### config.mk
export PLATFORM = sky130hd
export DESIGN_NAME = keymatrix_scanner
export DESIGN_NICKNAME = d
export VERILOG_FILES = /design/src/rtl/kscan_pkg.sv /design/src/rtl/kscan_lines.sv /design/src/rtl/kscan_seq.sv /design/src/rtl/kscan_capture.sv /design/src/rtl/keymatrix_scanner.sv
export SDC_FILE = /design/constraint.sdc
export NUM_CORES = 1
export LEC_CHECK = 0
export BUFFER_PORTS_ARGS = -buffer_cell sky130_fd_sc_hd__buf_2
export CORE_MARGIN = 1
export CORE_UTILIZATION = 63
export DETAILED_ROUTE_END_ITERATION = 6
export PLACE_DENSITY = 0.86
export RECOVER_POWER = 100
export SLEW_MARGIN = 20
export SYNTH_ARGS = -nofsm -noshare
export SYNTH_HDL_FRONTEND = slang
export SYNTH_HIERARCHICAL = 1
export SYNTH_SLANG_ARGS = --single-unit
### constraint.sdc
create_clock -name clk -period 4.9 [get_ports clk]
set_clock_uncertainty 0.15 [all_clocks]
set_input_delay 0.245 -clock clk [delete_from_list [all_inputs] [get_ports clk]]
set_output_delay 0.245 -clock clk [all_outputs]
set_load 0.02 [all_outputs]
### src/rtl/kscan_pkg.sv
package kscan_pkg;

   typedef enum logic [1:0] {
      SLP_NONE = 2'b00,
      SLP_TOP1 = 2'b01,
      SLP_TOP2 = 2'b10,
      SLP_ALL  = 2'b11
   } sleep_sel_e;

   function automatic int unsigned cnt_width(input int unsigned n);
      return (n > 1) ? $clog2(n) : 1;
   endfunction

endpackage

### src/rtl/kscan_lines.sv
module kscan_lines
   import kscan_pkg::*;
#(
   parameter int LINES = 6
) (
   input  logic [1:0]       seg_mode,
   input  logic [1:0]       sleep_mode,
   input  logic             busy,
   input  logic             drive_en,
   input  logic [LINES-1:0] drive_line,
   output logic [LINES-1:0] en_mask,
   output logic [LINES-1:0] scan_out
);

   generate
      if (LINES < 3) begin : g_bad_lines
         $error("kscan_lines: LINES must be at least 3");
      end
      for (genvar i = 0; i < LINES; i++) begin : g_line
         localparam bit IS_TOP  = (i == LINES - 1);
         localparam bit IS_TOP2 = (i >= LINES - 2);
         logic hi_idle;

         if (i == 0) begin : g_first
            assign en_mask[i] = (seg_mode == 2'b00);
         end else if (i == 1) begin : g_second
            assign en_mask[i] = ~seg_mode[1];
         end else begin : g_fixed
            assign en_mask[i] = 1'b1;
         end

         always_comb begin
            case (sleep_sel_e'(sleep_mode))
               SLP_TOP1: hi_idle = IS_TOP;
               SLP_TOP2: hi_idle = IS_TOP2;
               default:  hi_idle = 1'b1;
            endcase
         end

         assign scan_out[i] = en_mask[i] &
                              (busy ? (drive_en & drive_line[i]) : hi_idle);
      end
   endgenerate

endmodule

### src/rtl/kscan_seq.sv
module kscan_seq
   import kscan_pkg::*;
#(
   parameter int LINES      = 6,
   parameter int SLOT_TICKS = 48,
   parameter int GAP_TICKS  = 6
) (
   input  logic                                clk,
   input  logic                                rst_n,
   input  logic                                osc_tick,
   input  logic                                start,
   output logic                                busy,
   output logic                                drive_en,
   output logic [LINES-1:0]                    drive_line,
   output logic                                sample_stb,
   output logic                                sample_pass,
   output logic [cnt_width(LINES)-1:0]         sample_line,
   output logic                                done
);

   localparam int SUB_W  = cnt_width(SLOT_TICKS);
   localparam int LINE_W = cnt_width(LINES);
   localparam int GAP_W  = cnt_width(GAP_TICKS);

   generate
      if (SLOT_TICKS < 1 || GAP_TICKS < 1) begin : g_bad_timing
         $error("kscan_seq: SLOT_TICKS and GAP_TICKS must be at least 1");
      end
   endgenerate

   logic [SUB_W-1:0]  sub_cnt;
   logic [LINE_W-1:0] line_idx;
   logic [GAP_W-1:0]  gap_cnt;
   logic              pass_q;
   logic              in_gap;
   logic              tick;
   logic              slot_end;
   logic              line_last;
   logic              gap_last;

   assign tick      = osc_tick & busy;
   assign slot_end  = (sub_cnt == SUB_W'(SLOT_TICKS - 1));
   assign line_last = (line_idx == LINE_W'(LINES - 1));
   assign gap_last  = (gap_cnt == GAP_W'(GAP_TICKS - 1));

   always_ff @(posedge clk or negedge rst_n) begin
      if (!rst_n) begin
         busy     <= 1'b0;
         sub_cnt  <= '0;
         line_idx <= '0;
         gap_cnt  <= '0;
         pass_q   <= 1'b0;
         in_gap   <= 1'b0;
      end else if (!busy) begin
         if (start) begin
            busy     <= 1'b1;
            sub_cnt  <= '0;
            line_idx <= '0;
            gap_cnt  <= '0;
            pass_q   <= 1'b0;
            in_gap   <= 1'b0;
         end
      end else if (tick) begin
         if (in_gap) begin
            if (gap_last) begin
               busy <= 1'b0;
            end else begin
               gap_cnt <= gap_cnt + 1'b1;
            end
         end else if (slot_end) begin
            sub_cnt <= '0;
            if (line_last) begin
               line_idx <= '0;
               if (pass_q) begin
                  in_gap <= 1'b1;
               end else begin
                  pass_q <= 1'b1;
               end
            end else begin
               line_idx <= line_idx + 1'b1;
            end
         end else begin
            sub_cnt <= sub_cnt + 1'b1;
         end
      end
   end

   generate
      for (genvar i = 0; i < LINES; i++) begin : g_drive
         assign drive_line[i] = (line_idx == LINE_W'(i));
      end
   endgenerate

   assign drive_en    = busy & ~in_gap;
   assign sample_stb  = tick & ~in_gap & slot_end;
   assign sample_pass = pass_q;
   assign sample_line = line_idx;
   assign done        = tick & in_gap & gap_last;


   busy_hold_chk: assert property (@(posedge clk) disable iff (!rst_n)
      (busy && !done) |=> busy);


   gap_end_chk: assert property (@(posedge clk) disable iff (!rst_n)
      done |=> !busy);

endmodule

### src/rtl/kscan_capture.sv
module kscan_capture
   import kscan_pkg::*;
#(
   parameter int LINES   = 6,
   parameter int RETURNS = 5
) (
   input  logic                        clk,
   input  logic                        rst_n,
   input  logic                        clear,
   input  logic                        sample_stb,
   input  logic                        sample_pass,
   input  logic [cnt_width(LINES)-1:0] sample_line,
   input  logic [LINES-1:0]            en_mask,
   input  logic [RETURNS-1:0]          ret_in,
   input  logic                        done,
   input  logic                        buf_read,
   output logic [LINES*RETURNS-1:0]    key_buf,
   output logic                        pending
);

   localparam int LINE_W = cnt_width(LINES);
   localparam int NKEYS  = LINES * RETURNS;

   logic [RETURNS-1:0] cap_a [LINES];
   logic [RETURNS-1:0] cap_b [LINES];
   logic [NKEYS-1:0]   flat_a;
   logic [NKEYS-1:0]   flat_b;
   logic               agree;

   always_ff @(posedge clk or negedge rst_n) begin
      if (!rst_n) begin
         for (int l = 0; l < LINES; l++) begin
            cap_a[l] <= '0;
            cap_b[l] <= '0;
         end
      end else if (clear) begin
         for (int l = 0; l < LINES; l++) begin
            cap_a[l] <= '0;
            cap_b[l] <= '0;
         end
      end else if (sample_stb) begin
         for (int l = 0; l < LINES; l++) begin
            if (sample_line == LINE_W'(l)) begin
               if (sample_pass) begin
                  cap_b[l] <= ret_in & {RETURNS{en_mask[l]}};
               end else begin
                  cap_a[l] <= ret_in & {RETURNS{en_mask[l]}};
               end
            end
         end
      end
   end

   generate
      for (genvar l = 0; l < LINES; l++) begin : g_flat
         assign flat_a[l*RETURNS +: RETURNS] = cap_a[l];
         assign flat_b[l*RETURNS +: RETURNS] = cap_b[l];
      end
   endgenerate

   assign agree = (flat_a == flat_b) && (|flat_a);

   always_ff @(posedge clk or negedge rst_n) begin
      if (!rst_n) begin
         key_buf <= '0;
         pending <= 1'b0;
      end else if (done && agree) begin
         key_buf <= flat_a;
         pending <= 1'b1;
      end else if (buf_read) begin
         pending <= 1'b0;
      end
   end


   pend_hold_chk: assert property (@(posedge clk) disable iff (!rst_n)
      (pending && !buf_read) |=> pending);


   pend_rise_chk: assert property (@(posedge clk) disable iff (!rst_n)
      (!pending && !done) |=> !pending);


   buf_stable_chk: assert property (@(posedge clk) disable iff (!rst_n)
      !done |=> $stable(key_buf));

endmodule

### src/rtl/keymatrix_scanner.sv
module keymatrix_scanner
   import kscan_pkg::*;
#(
   parameter int LINES      = 6,
   parameter int RETURNS    = 5,
   parameter int SLOT_TICKS = 48,
   parameter int GAP_TICKS  = 6
) (
   input  logic                     clk,
   input  logic                     rst_n,
   input  logic                     osc_tick,
   input  logic [1:0]               seg_mode,
   input  logic [1:0]               sleep_mode,
   input  logic [RETURNS-1:0]       ret_in,
   input  logic                     buf_read,
   output logic [LINES-1:0]         scan_out,
   output logic                     osc_run,
   output logic [LINES*RETURNS-1:0] key_buf,
   output logic                     key_pending,
   output logic                     irq_n
);

   localparam int LINE_W = cnt_width(LINES);

   generate
      if (RETURNS < 1 || LINES * RETURNS > 64) begin : g_bad_size
         $error("keymatrix_scanner: matrix size out of range");
      end
   endgenerate

   logic              busy;
   logic              drive_en;
   logic              sample_stb;
   logic              sample_pass;
   logic              done;
   logic              start_req;
   logic [LINES-1:0]  drive_line;
   logic [LINES-1:0]  en_mask;
   logic [LINE_W-1:0] sample_line;

   assign start_req = (|ret_in) & ~key_pending & ~busy;
   assign osc_run   = (sleep_mode == SLP_NONE) | busy;
   assign irq_n     = ~key_pending;

   kscan_seq #(
      .LINES      (LINES),
      .SLOT_TICKS (SLOT_TICKS),
      .GAP_TICKS  (GAP_TICKS)
   ) u_seq (
      .clk         (clk),
      .rst_n       (rst_n),
      .osc_tick    (osc_tick),
      .start       (start_req),
      .busy        (busy),
      .drive_en    (drive_en),
      .drive_line  (drive_line),
      .sample_stb  (sample_stb),
      .sample_pass (sample_pass),
      .sample_line (sample_line),
      .done        (done)
   );

   kscan_lines #(
      .LINES (LINES)
   ) u_lines (
      .seg_mode   (seg_mode),
      .sleep_mode (sleep_mode),
      .busy       (busy),
      .drive_en   (drive_en),
      .drive_line (drive_line),
      .en_mask    (en_mask),
      .scan_out   (scan_out)
   );

   kscan_capture #(
      .LINES   (LINES),
      .RETURNS (RETURNS)
   ) u_cap (
      .clk         (clk),
      .rst_n       (rst_n),
      .clear       (start_req),
      .sample_stb  (sample_stb),
      .sample_pass (sample_pass),
      .sample_line (sample_line),
      .en_mask     (en_mask),
      .ret_in      (ret_in),
      .done        (done),
      .buf_read    (buf_read),
      .key_buf     (key_buf),
      .pending     (key_pending)
   );


   scan_lock_chk: assert property (@(posedge clk) disable iff (!rst_n)
      (!busy && key_pending) |=> !busy);


   one_line_chk: assert property (@(posedge clk) disable iff (!rst_n)
      busy |-> $onehot0(scan_out));

endmodule

==> reports/results.txt <==
status = finished, violations left
failing checks = max-capacitance violations, max-slew violations
clock buffer depth = 2
Pwr Density = 366.8 nW/um2
part of the power in combinational logic = 0.158
final worst slack = 0.9284 ns
post-CTS resize count = 0
Layout Area Growth over Synthesis = 9.736%
yosys synthesis warning count = 6
htree depth = 3
switching pwr = 0.5860 mW
Sequential Power Share = 0.538
post-DR wirelength/cell = 16.32 um
Fin Setup TNS = 0 ns
TritonCTS buffer count = 9
Core Rows = 32
Pre-antenna DRT Iters = 4
fin. max-slew vios = 43
Die ar. = 8254 um2
gpl congestion = 0.8753
Avg Inst Size Synth = 10.47 um2
RSZ-0062 raised after global routing = false
Worst EP required = 5.00 ns
Detail Placement HPWL = 7454 um
# setup viols final = 0
Vias = 3704
Arr. time, crit path = 4.07 ns
DIE WIDTH = 90.85 um
core area = 7687 um2
CP endpoint kind = register
Hold WC Path Type = in -> reg
Unique masters post-synth = 53
sequential element share of the synthesized area = 0.5333
peak supply drop = 0.0002619 V
CP max FO = 32
Top Ports = 52
drc violations = 0
first-pass GRT wire length = 17460 um
CTS root buffer = clkbuf_8
Relative slew margins = -0.5100
Final Hold Fails = 0
path type of the worst setup path = reg -> reg
#FFs+latches synth = 106
period utilization = 0.8105
GRT Residual Overflow = 0
share of cells above drive strength 1 = 0.1383
Vias/cell = 5.815
largest net degree at the start of global routing = 66
Lkg Pwr = 2.591 nW
worst slack at placement = 1.553 ns
Reg clk slew, reported paths = 0.09 ns
commonest non-fill, non-tap cell in the layout = dfrtp_1
clock power share = 0.305
Pint = 1.416 mW
Top FF cell, synth = dfrtp_1
FFs w/ async S/R, synth = 1.000
TritonCTS clock tree = done
initial antenna violation count = 0
CP startpoint kind = register
number of port buffers = 51
DRT iter0 DRCs = 198
Hold-fix buffers, CTS = 1
switching part of the total power = 0.2928
clock sink total = 106
Post-DRT Antenna Nets = 0
vias in the first global route = 3611
Slew @ Worst Pin = 2.265 ns
f_max = 251.8 MHz
Initial Util = 0.6470
worst skew pair latency = 0.37 ns
GRT Overall Usage = 0.2701
post-route minimum period = 3.972 ns
cells after synthesis = 475
Mapped Area = 4974 um2
nets@finish = 548
Max Cap Viol = 1
Antenna diodes = 0
WL final = 10400 um
Chip Height = 90.85 um
Hold Slack = 0.01697 ns
most frequent cells in the layout = dfrtp_1 (106), nand2_1 (91), o21ai_0 (59)
Post-CTS Setup Repair Bufs = 0
number of synthesized flops with an enable pin = 0
## critical path: stages (launching register included)
cell      delay [ns]
dfrtp_1         0.90
and3_1          0.31
and3_1          0.21
nand4_1         0.10
or4_1           0.41
nor3_1          0.71
clkbuf_2        0.65
mux2_2          0.41
## sequential cells by signal, summed over array words and instances, names as in the netlist
register / cells
u_cap/cap_a: 30
u_cap/cap_b: 30
u_cap/key_buf: 30
u_seq/sub_cnt: 6
u_seq/gap_cnt: 3
u_seq/sample_line: 3
u_cap/pending: 1
u_seq/busy: 1
u_seq/in_gap: 1
u_seq/sample_pass: 1
## cell type report
| cell class | instances | area [um2] |
|---|---|---|
| clock buffer | 10 | 137.6 |
| clock inverter | 6 | 96.34 |
| fill | 614 | 2230 |
| inverter | 9 | 33.78 |
| multi-input combinational | 349 | 2178 |
| sequential | 106 | 2653 |
| tap | 102 | 127.6 |
| timing repair buffer | 55 | 231.5 |
## final timing paths
path                                    from  cells after the start  slack (ns)                end
setup / recovery                  u_seq/busy                      7        0.93  u_cap/key_buf[11]
hold / removal                      buf_read                      3        0.02      u_cap/pending
setup reg to reg                  u_seq/busy                      7        0.93  u_cap/key_buf[11]
hold reg to reg            u_cap/key_buf[23]                      1        0.35  u_cap/key_buf[23]
max in group asynchronous              rst_n                      3        1.64    u_cap/cap_a[22]
min in group asynchronous              rst_n                      2        0.35   u_cap/key_buf[4]
## routing by layer
layer | global-route usage | vias to the layer above | wire length, um
li1 | - | 1756 | -
met2 | 0.4400 | 102 | 5192
met3 | 0.04461 | 14 | 564
met4 | 0.09127 | 0 | 138
met5 | 0 | - | 0
met1 | 0.3713 | 1832 | 4503
## cells by family (layout without fill, tap and decap cells)
kind of cell | after synthesis | after routing | synth area share
adders and majority gates | 5 | 5 | 0.01258
other | 1 | 4 | 0.0007540
xor gates and xnor gates | 31 | 31 | 0.05459
AOI/OAI and AO/OA | 92 | 92 | 0.1047
buffers and inverters | 23 | 80 | 0.02767
muxes | 41 | 41 | 0.09283
and+or+nand+nor | 176 | 176 | 0.1736
DFF | 106 | 106 | 0.5333
## through the flow
stage	utilization	total power [mW]	std cells	area, um2
2_1_floorplan	-	1.293	478	4985
3_3_place_gp	0.6895	1.387	620	5300
3_5_place_dp	0.6895	1.406	620	5300
4_1_cts	0.7212	2.012	637	5544
5_1_grt	0.7100	2.098	637	5458
6_report	0.7100	2.002	637	5458
## power by group through the flow
stage / registers [mW] / logic [mW] / clock network [mW]
3_5_place_dp: 1.09 / 0.315 / 0
4_1_cts: 1.07 / 0.318 / 0.620
2_1_floorplan: 1.06 / 0.232 / 0
6_report: 1.08 / 0.315 / 0.610
5_1_grt: 1.09 / 0.356 / 0.652
3_3_place_gp: 1.09 / 0.302 / 0
## synth_stat cells, drive strengths merged, types with 3 or more instances
library cell,instances,share of area
a31oi,6,0.0075
buf,11,0.019
mux2,41,0.093
xor2,16,0.028
nand3,11,0.012
clkbuf,3,0.0023
and2,8,0.010
xnor2,15,0.026
nor4,10,0.013
dfrtp,106,0.53
inv,9,0.0068
nand4,8,0.010
a21o,3,0.0045
nor3,6,0.0070
nor2b,8,0.010
nand2b,5,0.0083
o21ai,62,0.062
ha,5,0.013
nor2,13,0.010
nand2,91,0.069
a21oi,10,0.012
and3,7,0.0091
(Power assumes the default switching activity.)
